--- src/rtl/msi_pkg.sv ---
package msi_pkg;
    typedef enum logic [1:0] {ST_I = 2'd0, ST_S = 2'd1, ST_M = 2'd2} mst_t;
    typedef enum logic [1:0] {C_IDLE = 2'd0, C_EVICT = 2'd1, C_WAITP = 2'd2} cst_t;
    typedef enum logic {P_IDLE = 1'b0, P_DOWN = 1'b1} pst_t;
endpackage

--- src/rtl/msi_child.sv ---
module msi_child
    import msi_pkg::*;
#(
    parameter int TAG_W = 4
) (
    input  logic             clk,
    input  logic             rst_n,
    input  logic             cpu_valid,
    input  logic             cpu_store,
    input  logic [TAG_W-1:0] cpu_tag,
    output logic             cpu_ready,
    output logic             cpu_done,
    input  logic             grant_v,
    input  logic [1:0]       grant_st,
    input  logic             dreq_v,
    input  logic [1:0]       dreq_st,
    input  logic [TAG_W-1:0] dreq_tag,
    output logic             up_v,
    output logic [1:0]       up_want,
    output logic [TAG_W-1:0] up_tag,
    output logic             dn_v,
    output logic [1:0]       dn_st,
    output logic             dn_dirty,
    output logic             dn_evict,
    output logic [1:0]       st,
    output logic [TAG_W-1:0] tag,
    output logic             waitp
);
    cst_t             cst_q, cst_d;
    mst_t             st_q;
    logic [TAG_W-1:0] tag_q, ptag_q;
    logic             pstore_q;
    logic             accept, hit, must_evict, dtag_match;

    assign cpu_ready  = (cst_q == C_IDLE) && !dreq_v;
    assign accept     = cpu_valid && cpu_ready;
    assign hit        = (cpu_tag == tag_q) && (cpu_store ? (st_q == ST_M) : (st_q != ST_I));
    assign must_evict = (cpu_tag != tag_q) && (st_q != ST_I);
    assign dtag_match = (dreq_tag == tag_q);
    assign st         = st_q;
    assign tag        = tag_q;
    assign waitp      = (cst_q == C_WAITP);

    // State register
    always_ff @(posedge clk) begin
        if (!rst_n) cst_q <= C_IDLE;
        else        cst_q <= cst_d;
    end

    // Next state
    always_comb begin
        cst_d = cst_q;
        unique case (cst_q)
            C_IDLE:  if (accept && !hit) cst_d = must_evict ? C_EVICT : C_WAITP;
            C_EVICT: cst_d = C_WAITP;
            C_WAITP: if (grant_v) cst_d = C_IDLE;
            default: cst_d = C_IDLE;
        endcase
    end

    // Slot contents and outgoing messages
    always_ff @(posedge clk) begin
        if (!rst_n) begin
            st_q     <= ST_I;
            tag_q    <= '0;
            ptag_q   <= '0;
            pstore_q <= 1'b0;
            up_v     <= 1'b0;
            up_want  <= 2'd0;
            up_tag   <= '0;
            dn_v     <= 1'b0;
            dn_st    <= 2'd0;
            dn_dirty <= 1'b0;
            dn_evict <= 1'b0;
            cpu_done <= 1'b0;
        end else begin
            up_v     <= 1'b0;
            dn_v     <= 1'b0;
            cpu_done <= 1'b0;
            if (dreq_v) begin
                dn_v     <= 1'b1;
                dn_evict <= 1'b0;
                if (dtag_match && (st_q > mst_t'(dreq_st))) begin
                    st_q     <= mst_t'(dreq_st);
                    dn_st    <= dreq_st;
                    dn_dirty <= (st_q == ST_M);
                end else begin
                    dn_st    <= dtag_match ? st_q : ST_I;
                    dn_dirty <= 1'b0;
                end
            end
            unique case (cst_q)
                C_IDLE: begin
                    if (accept) begin
                        if (hit) begin
                            cpu_done <= 1'b1;
                        end else if (must_evict) begin
                            dn_v     <= 1'b1;
                            dn_st    <= ST_I;
                            dn_dirty <= (st_q == ST_M);
                            dn_evict <= 1'b1;
                            st_q     <= ST_I;
                            pstore_q <= cpu_store;
                            ptag_q   <= cpu_tag;
                        end else begin
                            up_v    <= 1'b1;
                            up_want <= cpu_store ? ST_M : ST_S;
                            up_tag  <= cpu_tag;
                            tag_q   <= cpu_tag;
                        end
                    end
                end
                C_EVICT: begin
                    up_v    <= 1'b1;
                    up_want <= pstore_q ? ST_M : ST_S;
                    up_tag  <= ptag_q;
                    tag_q   <= ptag_q;
                end
                C_WAITP: begin
                    if (grant_v) begin
                        st_q     <= mst_t'(grant_st);
                        cpu_done <= 1'b1;
                    end
                end
                default: ;
            endcase
        end
    end
endmodule

--- src/rtl/msi_parent.sv ---
module msi_parent
    import msi_pkg::*;
#(
    parameter int TAG_W = 4
) (
    input  logic               clk,
    input  logic               rst_n,
    input  logic [1:0]         up_v,
    input  logic [3:0]         up_want,
    input  logic [2*TAG_W-1:0] up_tag,
    input  logic [1:0]         dn_v,
    input  logic [3:0]         dn_st,
    input  logic [1:0]         dn_dirty,
    input  logic [1:0]         dn_evict,
    output logic [1:0]         grant_v,
    output logic [3:0]         grant_st,
    output logic [1:0]         dreq_v,
    output logic [3:0]         dreq_st,
    output logic [2*TAG_W-1:0] dreq_tag,
    output logic [3:0]         dir_st,
    output logic [2*TAG_W-1:0] dir_tag,
    output logic [1:0]         dir_wait,
    output logic [1:0]         wb_pulse
);
    pst_t             ps_q, ps_d;
    mst_t             vst_q  [2];
    logic [TAG_W-1:0] vtag_q [2];
    logic [1:0]       pend_v_q;
    logic [1:0]       pwant_q [2];
    logic [TAG_W-1:0] ptag_q  [2];
    logic             cur_q, sel, oth, oq, anypend, conflict, other_back;
    mst_t             want, target;
    logic [TAG_W-1:0] rtag;

    assign anypend    = |pend_v_q;
    assign sel        = pend_v_q[0] ? 1'b0 : 1'b1;
    assign oth        = ~sel;
    assign want       = mst_t'(pwant_q[sel]);
    assign rtag       = ptag_q[sel];
    assign target     = (want == ST_M) ? ST_I : ST_S;
    assign conflict   = (vtag_q[oth] == rtag) &&
                        ((want == ST_M) ? (vst_q[oth] != ST_I) : (vst_q[oth] == ST_M));
    assign oq         = ~cur_q;
    assign other_back = dn_v[oq] && !dn_evict[oq];

    for (genvar c = 0; c < 2; c++) begin : g_view
        assign dir_st[2*c +: 2]          = vst_q[c];
        assign dir_tag[TAG_W*c +: TAG_W] = vtag_q[c];
    end

    // State register
    always_ff @(posedge clk) begin
        if (!rst_n) ps_q <= P_IDLE;
        else        ps_q <= ps_d;
    end

    // Next state
    always_comb begin
        ps_d = ps_q;
        unique case (ps_q)
            P_IDLE: if (anypend && conflict) ps_d = P_DOWN;
            P_DOWN: if (other_back) ps_d = P_IDLE;
            default: ps_d = P_IDLE;
        endcase
    end

    // Directory view, pending requests and outgoing messages
    always_ff @(posedge clk) begin
        if (!rst_n) begin
            for (int c = 0; c < 2; c++) begin
                vst_q[c]   <= ST_I;
                vtag_q[c]  <= '0;
                pwant_q[c] <= 2'd0;
                ptag_q[c]  <= '0;
            end
            pend_v_q <= 2'b00;
            dir_wait <= 2'b00;
            cur_q    <= 1'b0;
            grant_v  <= 2'b00;
            grant_st <= 4'd0;
            dreq_v   <= 2'b00;
            dreq_st  <= 4'd0;
            dreq_tag <= '0;
            wb_pulse <= 2'b00;
        end else begin
            grant_v  <= 2'b00;
            dreq_v   <= 2'b00;
            wb_pulse <= 2'b00;
            for (int c = 0; c < 2; c++) begin
                if (up_v[c]) begin
                    pend_v_q[c] <= 1'b1;
                    pwant_q[c]  <= up_want[2*c +: 2];
                    ptag_q[c]   <= up_tag[TAG_W*c +: TAG_W];
                end
                if (dn_v[c]) begin
                    vst_q[c]    <= mst_t'(dn_st[2*c +: 2]);
                    wb_pulse[c] <= dn_dirty[c];
                    if (!dn_evict[c]) dir_wait[c] <= 1'b0;
                end
            end
            if (ps_q == P_IDLE && anypend) begin
                if (conflict) begin
                    cur_q                      <= sel;
                    dreq_v[oth]                <= 1'b1;
                    dreq_st[2*oth +: 2]        <= target;
                    dreq_tag[TAG_W*oth +: TAG_W] <= rtag;
                    dir_wait[oth]              <= 1'b1;
                end else begin
                    grant_v[sel]         <= 1'b1;
                    grant_st[2*sel +: 2] <= want;
                    vst_q[sel]           <= want;
                    vtag_q[sel]          <= rtag;
                    pend_v_q[sel]        <= 1'b0;
                end
            end
        end
    end
endmodule

--- src/rtl/msi_pair.sv ---
module msi_pair #(
    parameter int TAG_W = 4
) (
    input  logic               clk,
    input  logic               rst_n,
    input  logic [1:0]         cpu_valid,
    input  logic [1:0]         cpu_store,
    input  logic [2*TAG_W-1:0] cpu_tag,
    output logic [1:0]         cpu_ready,
    output logic [1:0]         cpu_done,
    output logic [3:0]         child_st,
    output logic [1:0]         child_wait,
    output logic [3:0]         dir_st,
    output logic [1:0]         dir_wait,
    output logic [1:0]         wb_pulse
);
    logic [1:0]         up_v, dn_v, dn_dirty, dn_evict, grant_v, dreq_v;
    logic [3:0]         up_want, dn_st, grant_st, dreq_st;
    logic [2*TAG_W-1:0] up_tag, dreq_tag, c_tag, d_tag;

    for (genvar c = 0; c < 2; c++) begin : g_child
        msi_child #(.TAG_W(TAG_W)) u_child (
            .clk       (clk),
            .rst_n     (rst_n),
            .cpu_valid (cpu_valid[c]),
            .cpu_store (cpu_store[c]),
            .cpu_tag   (cpu_tag[TAG_W*c +: TAG_W]),
            .cpu_ready (cpu_ready[c]),
            .cpu_done  (cpu_done[c]),
            .grant_v   (grant_v[c]),
            .grant_st  (grant_st[2*c +: 2]),
            .dreq_v    (dreq_v[c]),
            .dreq_st   (dreq_st[2*c +: 2]),
            .dreq_tag  (dreq_tag[TAG_W*c +: TAG_W]),
            .up_v      (up_v[c]),
            .up_want   (up_want[2*c +: 2]),
            .up_tag    (up_tag[TAG_W*c +: TAG_W]),
            .dn_v      (dn_v[c]),
            .dn_st     (dn_st[2*c +: 2]),
            .dn_dirty  (dn_dirty[c]),
            .dn_evict  (dn_evict[c]),
            .st        (child_st[2*c +: 2]),
            .tag       (c_tag[TAG_W*c +: TAG_W]),
            .waitp     (child_wait[c])
        );
    end

    msi_parent #(.TAG_W(TAG_W)) u_parent (
        .clk      (clk),
        .rst_n    (rst_n),
        .up_v     (up_v),
        .up_want  (up_want),
        .up_tag   (up_tag),
        .dn_v     (dn_v),
        .dn_st    (dn_st),
        .dn_dirty (dn_dirty),
        .dn_evict (dn_evict),
        .grant_v  (grant_v),
        .grant_st (grant_st),
        .dreq_v   (dreq_v),
        .dreq_st  (dreq_st),
        .dreq_tag (dreq_tag),
        .dir_st   (dir_st),
        .dir_tag  (d_tag),
        .dir_wait (dir_wait),
        .wb_pulse (wb_pulse)
    );
endmodule

--- config.mk ---
export PLATFORM = sky130hd
export DESIGN_NAME = msi_pair
export DESIGN_NICKNAME = d
export VERILOG_FILES = /design/src/rtl/msi_pkg.sv /design/src/rtl/msi_child.sv /design/src/rtl/msi_parent.sv /design/src/rtl/msi_pair.sv
export SDC_FILE = /design/constraint.sdc
export NUM_CORES = 1
export LEC_CHECK = 0
export BUFFER_PORTS_ARGS = -buffer_cell sky130_fd_sc_hd__buf_2
export CAP_MARGIN = 20
export CORE_AREA = 5 5 105 107
export DETAILED_ROUTE_END_ITERATION = 16
export DIE_AREA = 0 0 110 112
export SLEW_MARGIN = 30
export SYNTH_ARGS = -nofsm -noshare
export SYNTH_HDL_FRONTEND = slang
export SYNTH_SLANG_ARGS = --single-unit
export TNS_END_PERCENT = 50
--- constraint.sdc ---
create_clock -name clk -period 2.55 [get_ports clk]
set_input_delay 0.255 -clock clk [delete_from_list [all_inputs] [get_ports clk]]
set_output_delay 0.255 -clock clk [all_outputs]
set_load 0.005 [all_outputs]
==> results.ini <==
[pwr]
p_leak_nw = 1.94
p_total_mw = 2.81
netSwitchingPower_uw = 736
sw_frac_of_total_pct = 26.2
p_int_mw = 2.08
seq_power_share_pct = 59.1
power_frac_comb_pct = 10.7
pwr_density_cell_nw_per_um2 = 589
clkPwrFrac_pct = 30.2
peakVddDrop_uv = 301

[yosys]
synth_area_leaders = dfxtp_1 33%, edfxtp_1 17%, mux2i_1 10%
seq_area_frac_synth_pct = 49.3
ys_top_cells_by_count = 71 x dfxtp_1, 56 x nand2_1, 45 x mux2i_1
synth.cell_area_um2 = 4340
synth_top_cell_by_area = dfxtp_1
synth.most_common_cell = dfxtp_1
synth-seq-cells = 95
synthesis.nets = 444
synth.distinct_cells = 56
synth_top_area_share_pct = 32.7
avgSynthCellArea_um2 = 10.1
synth_top_flop_cell = dfxtp_1
syn_inst = 428
async_flop_share_pct = 0
synth_edf_count = 24
yosysWarningCount = 0

[cts]
root_buffer = clkbuf_8
clk_pin_slew_ps = 90
cts_buffers = 9
clock_latency_ps = 360
cts_buffer_depth = 2
cts_post_setup_buffers_inserted = 0
htreeDepth = 3
cts_sinks = 95
cts_tree = yes

[sta]
worst_pin_slew_ps = 597
setup_violations = 0
rsz0062_at_grt = false
finalCritPeriodShare_pct = 90.9
tns_ps = 0
holdWs_ps = 156
fin_crit_ps = 2320
final_max_slew_viol_count = 0
finalClockSkew_ps = 9.15
max_slew_margin_pct = 59.8
hold_viol = 0
max_freq_mhz = 432

[critical_path]
crit_path_start = u_parent.pend_v_q[0]
path_buf_inv = 1
endpoint_kind = register
cp.arrival_ps = 2430
worstReg2RegEnd = u_parent.vtag_q[0][1]
required_ps = 2660
cp-start-kind = register
critPathKind = reg2reg
crit_slowest_cell = dfxtp_1
cp_num_cells = 6
rrSetupSlack_ps = 230
critPathMaxStageDelay_ps = 640
crit_path_end = u_parent.vtag_q[0][1]
r2r_cells = 6
cp_top_family = simple AND/OR/NAND/NOR gates
path_cells = and3b_2 > nor3b_1 > o32a_2 > nor2_1 > buf_4 > nor3b_1
path_common_cell = nor3b_1
r2r_start = u_parent.pend_v_q[0]
worstPathMaxFanout = 13

[route]
routed-via-count = 3044
final_antenna_net_count = 0
drt_iter0_drc = 125
drcViolationCount = 0
viasPerCell = 5.12
drtPass1Iterations = 4
wl_mm = 9.15
wl_per_cell_um = 15.4

[status]
outcome = completed

[floorplan]
die_h_um = 112
start_util_pct = 43.2
die_w_um = 110
rows = 37
die-area_um2 = 12300
io_pins = 32
coreArea_um2 = 10000

[final_layout]
antenna_cells = 0
drive_gt1_share_pct = 15.5
finalNetCount = 469
utilization_pct = 47.5
area.growth.synth_to_final_pct = 9.94
final_cells = 594

[global_route]
grtUsageTotal_pct = 15.7
gr-total-overflow = 0
grt_pass1_vias = 2958
grt_pass1_wl_mm = 15.0
grt_max_degree = 68
antenna_found_initial = 0

[place]
place_inst = 578
placement.io_buffers = 31
hpwlAfterDp_mm = 6.73
place.gp.congestion = 0.842

[job]
cap_violations = 0

[min_path]
min_path_type = in2reg
hp-start = cpu_tag[2]

-- power by group through the flow --
stage	sequential, mW	combinational, mW	clock (mW)
final	1.66	0.302	0.848
after global routing	1.67	0.334	0.949
after CTS	1.66	0.305	0.880
after detailed placement	1.70	0.303	0
after global placement	1.70	0.299	0
after floorplan	1.67	0.240	0
-- worst min path at each step --
stage | to | slack (ps) | cells after the start
final | g_child[0].u_child.ptag_q[2] | 160 | 3
after CTS | g_child[0].u_child.ptag_q[2] | 140 | 3
after global placement | g_child[0].u_child.ptag_q[0] | 440 | 2
after floorplan | g_child[0].u_child.pstore_q | 390 | 2
after global routing | g_child[0].u_child.ptag_q[2] | 150 | 3
after detailed placement | g_child[0].u_child.ptag_q[2] | 450 | 2
-- flip-flops by register name, indices dropped and copies added, names as in the netlist, 4 cells and up, named ones only --
name and cells:
u_parent.pwant_q 4, g_child.u_child.st 4, g_child.u_child.up_want 4, u_parent.vtag_q 8, g_child.u_child.up_tag 8, u_parent.vst_q 4, g_child.u_child.ptag_q 8, u_parent.ptag_q 8
g_child.u_child.dn_st 4, u_parent.grant_st 4, u_parent.dreq_tag 8, g_child.u_child.cst_q 4
-- cell families (layout without fill, tap and decap cells) --
kind of cell,after synthesis,in the layout,share of synthesized area [%]
multiplexers,51,51,11.9
buffers and inverters,32,62,3.54
adder cells (fa/ha/maj),2,2,0.576
AND/OR/NAND/NOR,176,176,22.3
flip-flops,95,95,49.3
XOR/XNOR,20,20,4.03
AO/OA/AOI/OAI,52,52,8.27
-- cells in the final DEF, fill, tap and decap left out, types with 3 or more instances in the layout --
cell type	n
o21a_1	6
nor2_1	30
nor3_1	7
buf_4	8
edfxtp_1	24
xnor2_1	6
dfxtp_1	71
o21ai_0	4
nor3b_1	14
mux2_2	6
buf_2	31
nor2b_1	8
nand3b_1	3
and3_1	6
clkbuf_8	9
o211a_1	4
nand2b_1	8
a211oi_1	5
nand3_1	9
xor2_1	14
inv_1	6
mux2i_1	45
and2_1	16
a21oi_1	17
nand2_1	56
-- repair_timing --
action	in CTS	in global routing
hold buffers	0	0
hold endpoints to repair	0	0
setup endpoints to repair	0	1
resized for setup	0	1
-- per-layer routing --
| layer | up-vias | wire, µm | part of all wire, % | track usage [%] |
|---|---|---|---|---|
| li1 | 1549 | - | - | - |
| met1 | 1434 | 4650 | 51 | 23.1 |
| met2 | 46 | 4020 | 44 | 22.5 |
| met3 | 15 | 299 | 3.3 | 2.32 |
| met4 | 0 | 179 | 2.0 | 6.65 |
| met5 | - | 0 | 0 | 0 |
-- through the flow --
step	setup WS [ps]	area [µm²]
5_1_grt	77.9	4770
6_report	233	4770
4_1_cts	202	4770
2_1_floorplan	594	4340
3_5_place_dp	222	4620
3_3_place_gp	278	4620
-- final cells by class --
cell class              instances  area, µm²
fillers                       981       5270
flip-flops and latches         95       2140
inverters                       6       22.5
well taps                     136        170
multi-input cells             301       2050
clock inverters                 5       25.0
repair buffers                 40        235
clock buffers                  11        131
-- worst register-to-register path, cell delays in order (launching register included) --
cell and delay, ps:
dfxtp_1 640, and3b_2 290, nor3b_1 50, o32a_2 490, nor2_1 340, buf_4 210
nor3b_1 50
Note: power is estimated with default switching activity, not from simulation.
